## config.mk

```make
export PLATFORM = sky130hd
export DESIGN_NAME = rw_addr_arbiter
export DESIGN_NICKNAME = d
export VERILOG_FILES = /design/src/rtl/rwa_pkg.sv /design/src/rtl/rwa_rst_sync.sv /design/src/rtl/rwa_select.sv /design/src/rtl/rwa_turn.sv /design/src/rtl/rwa_phase.sv /design/src/rtl/rw_addr_arbiter.sv
export SDC_FILE = /design/constraint.sdc
export NUM_CORES = 1
export LEC_CHECK = 0
export ABC_AREA = 1
export BUFFER_PORTS_ARGS = -buffer_cell sky130_fd_sc_hd__buf_4
export CAP_MARGIN = 0
export CORE_ASPECT_RATIO = 1.75
export CORE_MARGIN = 3
export CORE_UTILIZATION = 25
export CTS_BUF_LIST = sky130_fd_sc_hd__clkbuf_4
export CTS_CLUSTER_DIAMETER = 60
export DETAILED_ROUTE_END_ITERATION = 12
export PLACE_DENSITY = 0.51
export SETUP_SLACK_MARGIN = 0.05
export SLEW_MARGIN = 5
export SYNTH_ARGS = -nofsm -noshare
export SYNTH_HDL_FRONTEND = slang
export SYNTH_SLANG_ARGS = --single-unit
```

## constraint.sdc

```tcl
create_clock -name clk -period 1.7 [get_ports clk]
set_input_delay 0.255 -clock clk [delete_from_list [all_inputs] [get_ports clk]]
set_output_delay 0.255 -clock clk [all_outputs]
set_load 0.1 [all_outputs]
```

## src/rtl/rwa_pkg.sv

```systemverilog
package rwa_pkg;
  typedef enum logic {CH_RD = 1'b0, CH_WR = 1'b1} rwa_ch_e;
endpackage

```

## src/rtl/rwa_rst_sync.sv

```systemverilog
module rwa_rst_sync #(
  parameter int STAGES = 2
) (
  input  logic clk,
  input  logic arst_n,
  output logic srst_n
);
  logic [STAGES-1:0] sync_q;

  always_ff @(posedge clk or negedge arst_n) begin
    if (!arst_n) sync_q <= '0;
    else         sync_q <= {sync_q[STAGES-2:0], 1'b1};
  end

  assign srst_n = sync_q[STAGES-1];
endmodule

```

## src/rtl/rwa_select.sv

```systemverilog
module rwa_select
  import rwa_pkg::*;
(
  input  logic    rd_req,
  input  logic    wr_req,
  input  rwa_ch_e last_ch,
  output logic    any_req,
  output rwa_ch_e pick_ch
);
  always_comb begin
    any_req = rd_req | wr_req;
    if (rd_req && wr_req) pick_ch = (last_ch == CH_WR) ? CH_RD : CH_WR;
    else if (wr_req)      pick_ch = CH_WR;
    else                  pick_ch = CH_RD;
  end
endmodule

```

## src/rtl/rwa_turn.sv

```systemverilog
module rwa_turn
  import rwa_pkg::*;
(
  input  logic    clk,
  input  logic    rst_n,
  input  logic    upd_en,
  input  rwa_ch_e granted_ch,
  output rwa_ch_e last_ch
);
  rwa_ch_e last_q, last_d;

  always_comb last_d = upd_en ? granted_ch : last_q;

  always_ff @(posedge clk or negedge rst_n) begin
    if (!rst_n) last_q <= CH_RD;
    else        last_q <= last_d;
  end

  assign last_ch = last_q;
endmodule

```

## src/rtl/rwa_phase.sv

```systemverilog
module rwa_phase
  import rwa_pkg::*;
#(
  parameter int ADDR_W = 32,
  parameter int SIZE_W = 4
) (
  input  logic              clk,
  input  logic              rst_n,
  input  logic              start,
  input  rwa_ch_e           pick_ch,
  input  logic [ADDR_W-1:0] rd_addr,
  input  logic [SIZE_W-1:0] rd_size,
  input  logic [ADDR_W-1:0] wr_addr,
  input  logic [SIZE_W-1:0] wr_size,
  input  logic              addr_ack,
  output logic              busy,
  output rwa_ch_e           owner_ch,
  output logic [ADDR_W-1:0] addr_o,
  output logic [SIZE_W-1:0] size_o,
  output logic              done
);
  logic              busy_q, busy_d, load;
  rwa_ch_e           owner_q;
  logic [ADDR_W-1:0] addr_q, addr_d;
  logic [SIZE_W-1:0] size_q, size_d;

  always_comb begin
    load   = !busy_q && start;
    busy_d = busy_q ? !addr_ack : start;
    addr_d = (pick_ch == CH_WR) ? wr_addr : rd_addr;
    size_d = (pick_ch == CH_WR) ? wr_size : rd_size;
  end

  always_ff @(posedge clk or negedge rst_n) begin
    if (!rst_n) busy_q <= 1'b0;
    else        busy_q <= busy_d;
  end

  always_ff @(posedge clk or negedge rst_n) begin
    if (!rst_n) begin
      owner_q <= CH_RD;
      addr_q  <= '0;
      size_q  <= '0;
    end else if (load) begin
      owner_q <= pick_ch;
      addr_q  <= addr_d;
      size_q  <= size_d;
    end
  end

  assign busy     = busy_q;
  assign owner_ch = owner_q;
  assign addr_o   = addr_q;
  assign size_o   = size_q;
  assign done     = busy_q & addr_ack;
endmodule

```

## src/rtl/rw_addr_arbiter.sv

```systemverilog
module rw_addr_arbiter
  import rwa_pkg::*;
#(
  parameter int ADDR_W    = 32,
  parameter int SIZE_W    = 4,
  parameter int RST_STAGES = 2
) (
  input  logic              clk,
  input  logic              rst_n,
  input  logic              rd_req,
  input  logic [ADDR_W-1:0] rd_addr,
  input  logic [SIZE_W-1:0] rd_size,
  input  logic              wr_req,
  input  logic [ADDR_W-1:0] wr_addr,
  input  logic [SIZE_W-1:0] wr_size,
  input  logic              bus_addr_ack,
  output logic              bus_req,
  output logic [ADDR_W-1:0] bus_addr,
  output logic              bus_rnw,
  output logic [SIZE_W-1:0] bus_size,
  output logic              rd_grant,
  output logic              wr_grant
);
  logic    srst_n;
  logic    any_req, busy, done;
  rwa_ch_e pick_ch, last_ch, owner_ch;

  rwa_rst_sync #(.STAGES(RST_STAGES)) u_rst (
    .clk(clk), .arst_n(rst_n), .srst_n(srst_n)
  );

  rwa_select u_sel (
    .rd_req(rd_req), .wr_req(wr_req), .last_ch(last_ch),
    .any_req(any_req), .pick_ch(pick_ch)
  );

  rwa_phase #(.ADDR_W(ADDR_W), .SIZE_W(SIZE_W)) u_phase (
    .clk(clk), .rst_n(srst_n), .start(any_req), .pick_ch(pick_ch),
    .rd_addr(rd_addr), .rd_size(rd_size), .wr_addr(wr_addr), .wr_size(wr_size),
    .addr_ack(bus_addr_ack), .busy(busy), .owner_ch(owner_ch),
    .addr_o(bus_addr), .size_o(bus_size), .done(done)
  );

  rwa_turn u_turn (
    .clk(clk), .rst_n(srst_n), .upd_en(done), .granted_ch(owner_ch),
    .last_ch(last_ch)
  );

  assign bus_req  = busy;
  assign bus_rnw  = (owner_ch == CH_RD);
  assign rd_grant = done && (owner_ch == CH_RD);
  assign wr_grant = done && (owner_ch == CH_WR);
endmodule

```

==> flow_summary.toml <==
[global_routing]
antenna_found_initial = 1
grt_max_degree = 38
grt_pass1_wl_um = 11800
grt_usage_pct = 14.4
overflow = 0
first_global_vias = 2498

[clocking]
cts_setup_buffers = 0
cts_sinks = 41
clockBufferDepth = 2
clkTransAtPathRegs_ns = 0.13
tritoncts = "built"
htreeDepth = 2
cts_root_buf = "clkbuf_4"
cts_inserted_buffers = 5
clock_latency_ns = 0.36

[status]
status = "completed"

[cells_and_area]
final_nets = 518
final_common_cell = "buf_4"
fin_area_um2 = 3410
final_cell_mix = "buf_4 (120), nand2_1 (110), inv_1 (73), nand3_1 (72), dfrtp_1 (39)"
fillers = 945
drive_above_1_share_pct = 32.1
layout.cells.non_filler = 560
area_delta_synth_final_pct = 51.5

[synthesis]
synthAdderAreaFrac_pct = 0
synthDistinctLibCells = 16
ys_ff_latch = 41
synth_top_family_by_area = "simple AND/OR/NAND/NOR gates"
ys_seq_area_share_pct = 45.6
synth_nets = 403
synthMuxAreaShare_pct = 0
synth-compound-area-share_pct = 1.06
yosysWarnings = 0
avgSynthCellArea_um2 = 6.91
synth_cells = 326
syn_area_um2 = 2250
synth_xor_area_share_pct = 0
synth-simple-area-share_pct = 36.3

[detailed_routing]
num_vias = 2397
wl_per_cell_um = 13.0
routed_wl_um = 7300
first_iter_violations = 93
postRouteAntennaNets = 0
viasPerCell = 4.28
drc = 0
drt-pass1-iter-count = 5

[die]
dieArea_um2 = 10200
start_util_pct = 25.8
die-height_um = 132
io_pins = 117
rows = 45
core_um2 = 8730
die_w_um = 77.8

[place]
pre_cts_ws_ns = 0.134
io_buffers = 116
dp_hpwl_um = 5270
routabilityCongestion = 0.736
dp_cells = 549
placed_area_um2 = 3260

[critical_path]
crit_type = "flip-flop to output port"
worst_setup_path_end_kind = "output port"
cp_max_fo = 6
cp-start-kind = "flip-flop"
worstPathArrival_ns = 1.33
worstPathRequired_ns = 1.44

[sta]
fin_crit_ns = 1.59
rsz0062_at_grt = "yes"
fin_crit_sh_pct = 93.5
finalSetupViolCount = 0
achievable-frequency_mhz = 629
setup_ws_ns = 0.110
hold_ws_ns = 0.0900
worst_slew_pin_slew_ns = 0.566
hold_viol_final = 0
skew_ns = 0.0144
drv_slew = 0
max_slew_margin_pct = 62.2

[pwr]
p_leak_uw = 0.00205
vdd_drop_max_v = 0.00111
p_per_area_nw_per_um2 = 2080

[worst_hold_path]
hp-class = "input port to flip-flop"

[flow_run]
max_cap_viol_count = 0
==> report_power, final <==
part           switching (uW)  internal [uW]  total (uW)  leakage (uW)
combinational            3720            936        4660       0.00150
sequential                274           1370        1640      0.000493
clock                     341            455         797     0.0000552
==> cell families after synthesis <==
| group | Yosys count |
|---|---|
| AOI/OAI and AO/OA | 4 |
| and+or+nand+nor | 189 |
| other | 1 |
| buffers and inverters | 91 |
| DFF | 41 |
==> registers in the layout, indices dropped and copies added (netlist names) <==
signal            cells
u_phase.busy          1
u_phase.size_o        4
u_phase.owner_ch      1
u_rst.sync_q          2
u_phase.addr_o       32
u_turn.last_ch        1
==> stage by stage <==
| stage | power [uW] | utilization (%) | setup TNS [ns] |
|---|---|---|---|
| 2_1_floorplan | 5220 | - | -0.00921 |
| 3_3_place_gp | 6290 | 37.3 | 0 |
| 3_5_place_dp | 6300 | 37.3 | 0 |
| 4_1_cts | 7130 | 38.8 | 0 |
| 5_1_grt | 7420 | 39.1 | 0 |
| 6_report | 7100 | 39.1 | 0 |
==> worst max-delay path: stages, from the launching register on <==
cell     delay, ns
dfrtp_4       0.51
nand2_2       0.13
nor2_4        0.15
buf_12        0.18
==> worst paths after layout <==
kind,from,endpoint,slack (ns),cells past startpoint
setup / recovery,u_phase.busy,rd_grant,0.11,3
hold / removal,bus_addr_ack,u_phase.busy,0.09,2
setup reg to reg,u_turn.last_ch,u_phase.addr_o[30],0.38,5
hold reg to reg,u_rst.sync_q[1],u_phase.addr_o[18],0.23,0
max in group asynchronous,u_rst.sync_q[1],u_phase.addr_o[7],0.96,1
min in group asynchronous,rst_n,u_rst.sync_q[1],0.20,2
==> timing repair <==
item,in CTS,in global routing
gates cloned,0,1
resized for setup,4,4
endpoints found under the setup margin,2,38
hold endpoints to repair,2,0
pin swaps,0,1
hold buffers,1,0
==> synth_stat cells (all sizes together) <==
cell type,instances,area [um2]
nand2,113,434
inv,74,278
nand3,72,360
dfrtp,41,1030
buf,16,100
nor2,4,22.5
o21ai,4,23.8
clkbuf,1,3.75
conb,1,3.75
==> final cells by class <==
class / instances / area [um2] / share of cell area [%]
diodes: 1 / 2.50 / 0.0733
flip-flops and latches: 41 / 1030 / 30.2
multi-input cells: 195 / 881 / 25.8
clock buffers: 5 / 37.5 / 1.10
inverters: 74 / 278 / 8.14
clock inverters: 3 / 65.1 / 1.91
repair buffers: 124 / 971 / 28.5
well taps: 117 / 146 / 4.29
==> layer usage <==
metal	vias up	routed length [um]	share of wire, %	GRT usage (%)
met5	-	0	0	0
met4	0	145	2.0	5.45
met3	10	283	3.9	1.85
met2	70	4160	57	27.0
met1	1117	2700	37	15.9
li1	1200	-	-	-
Power figures use the tool's default switching activity.
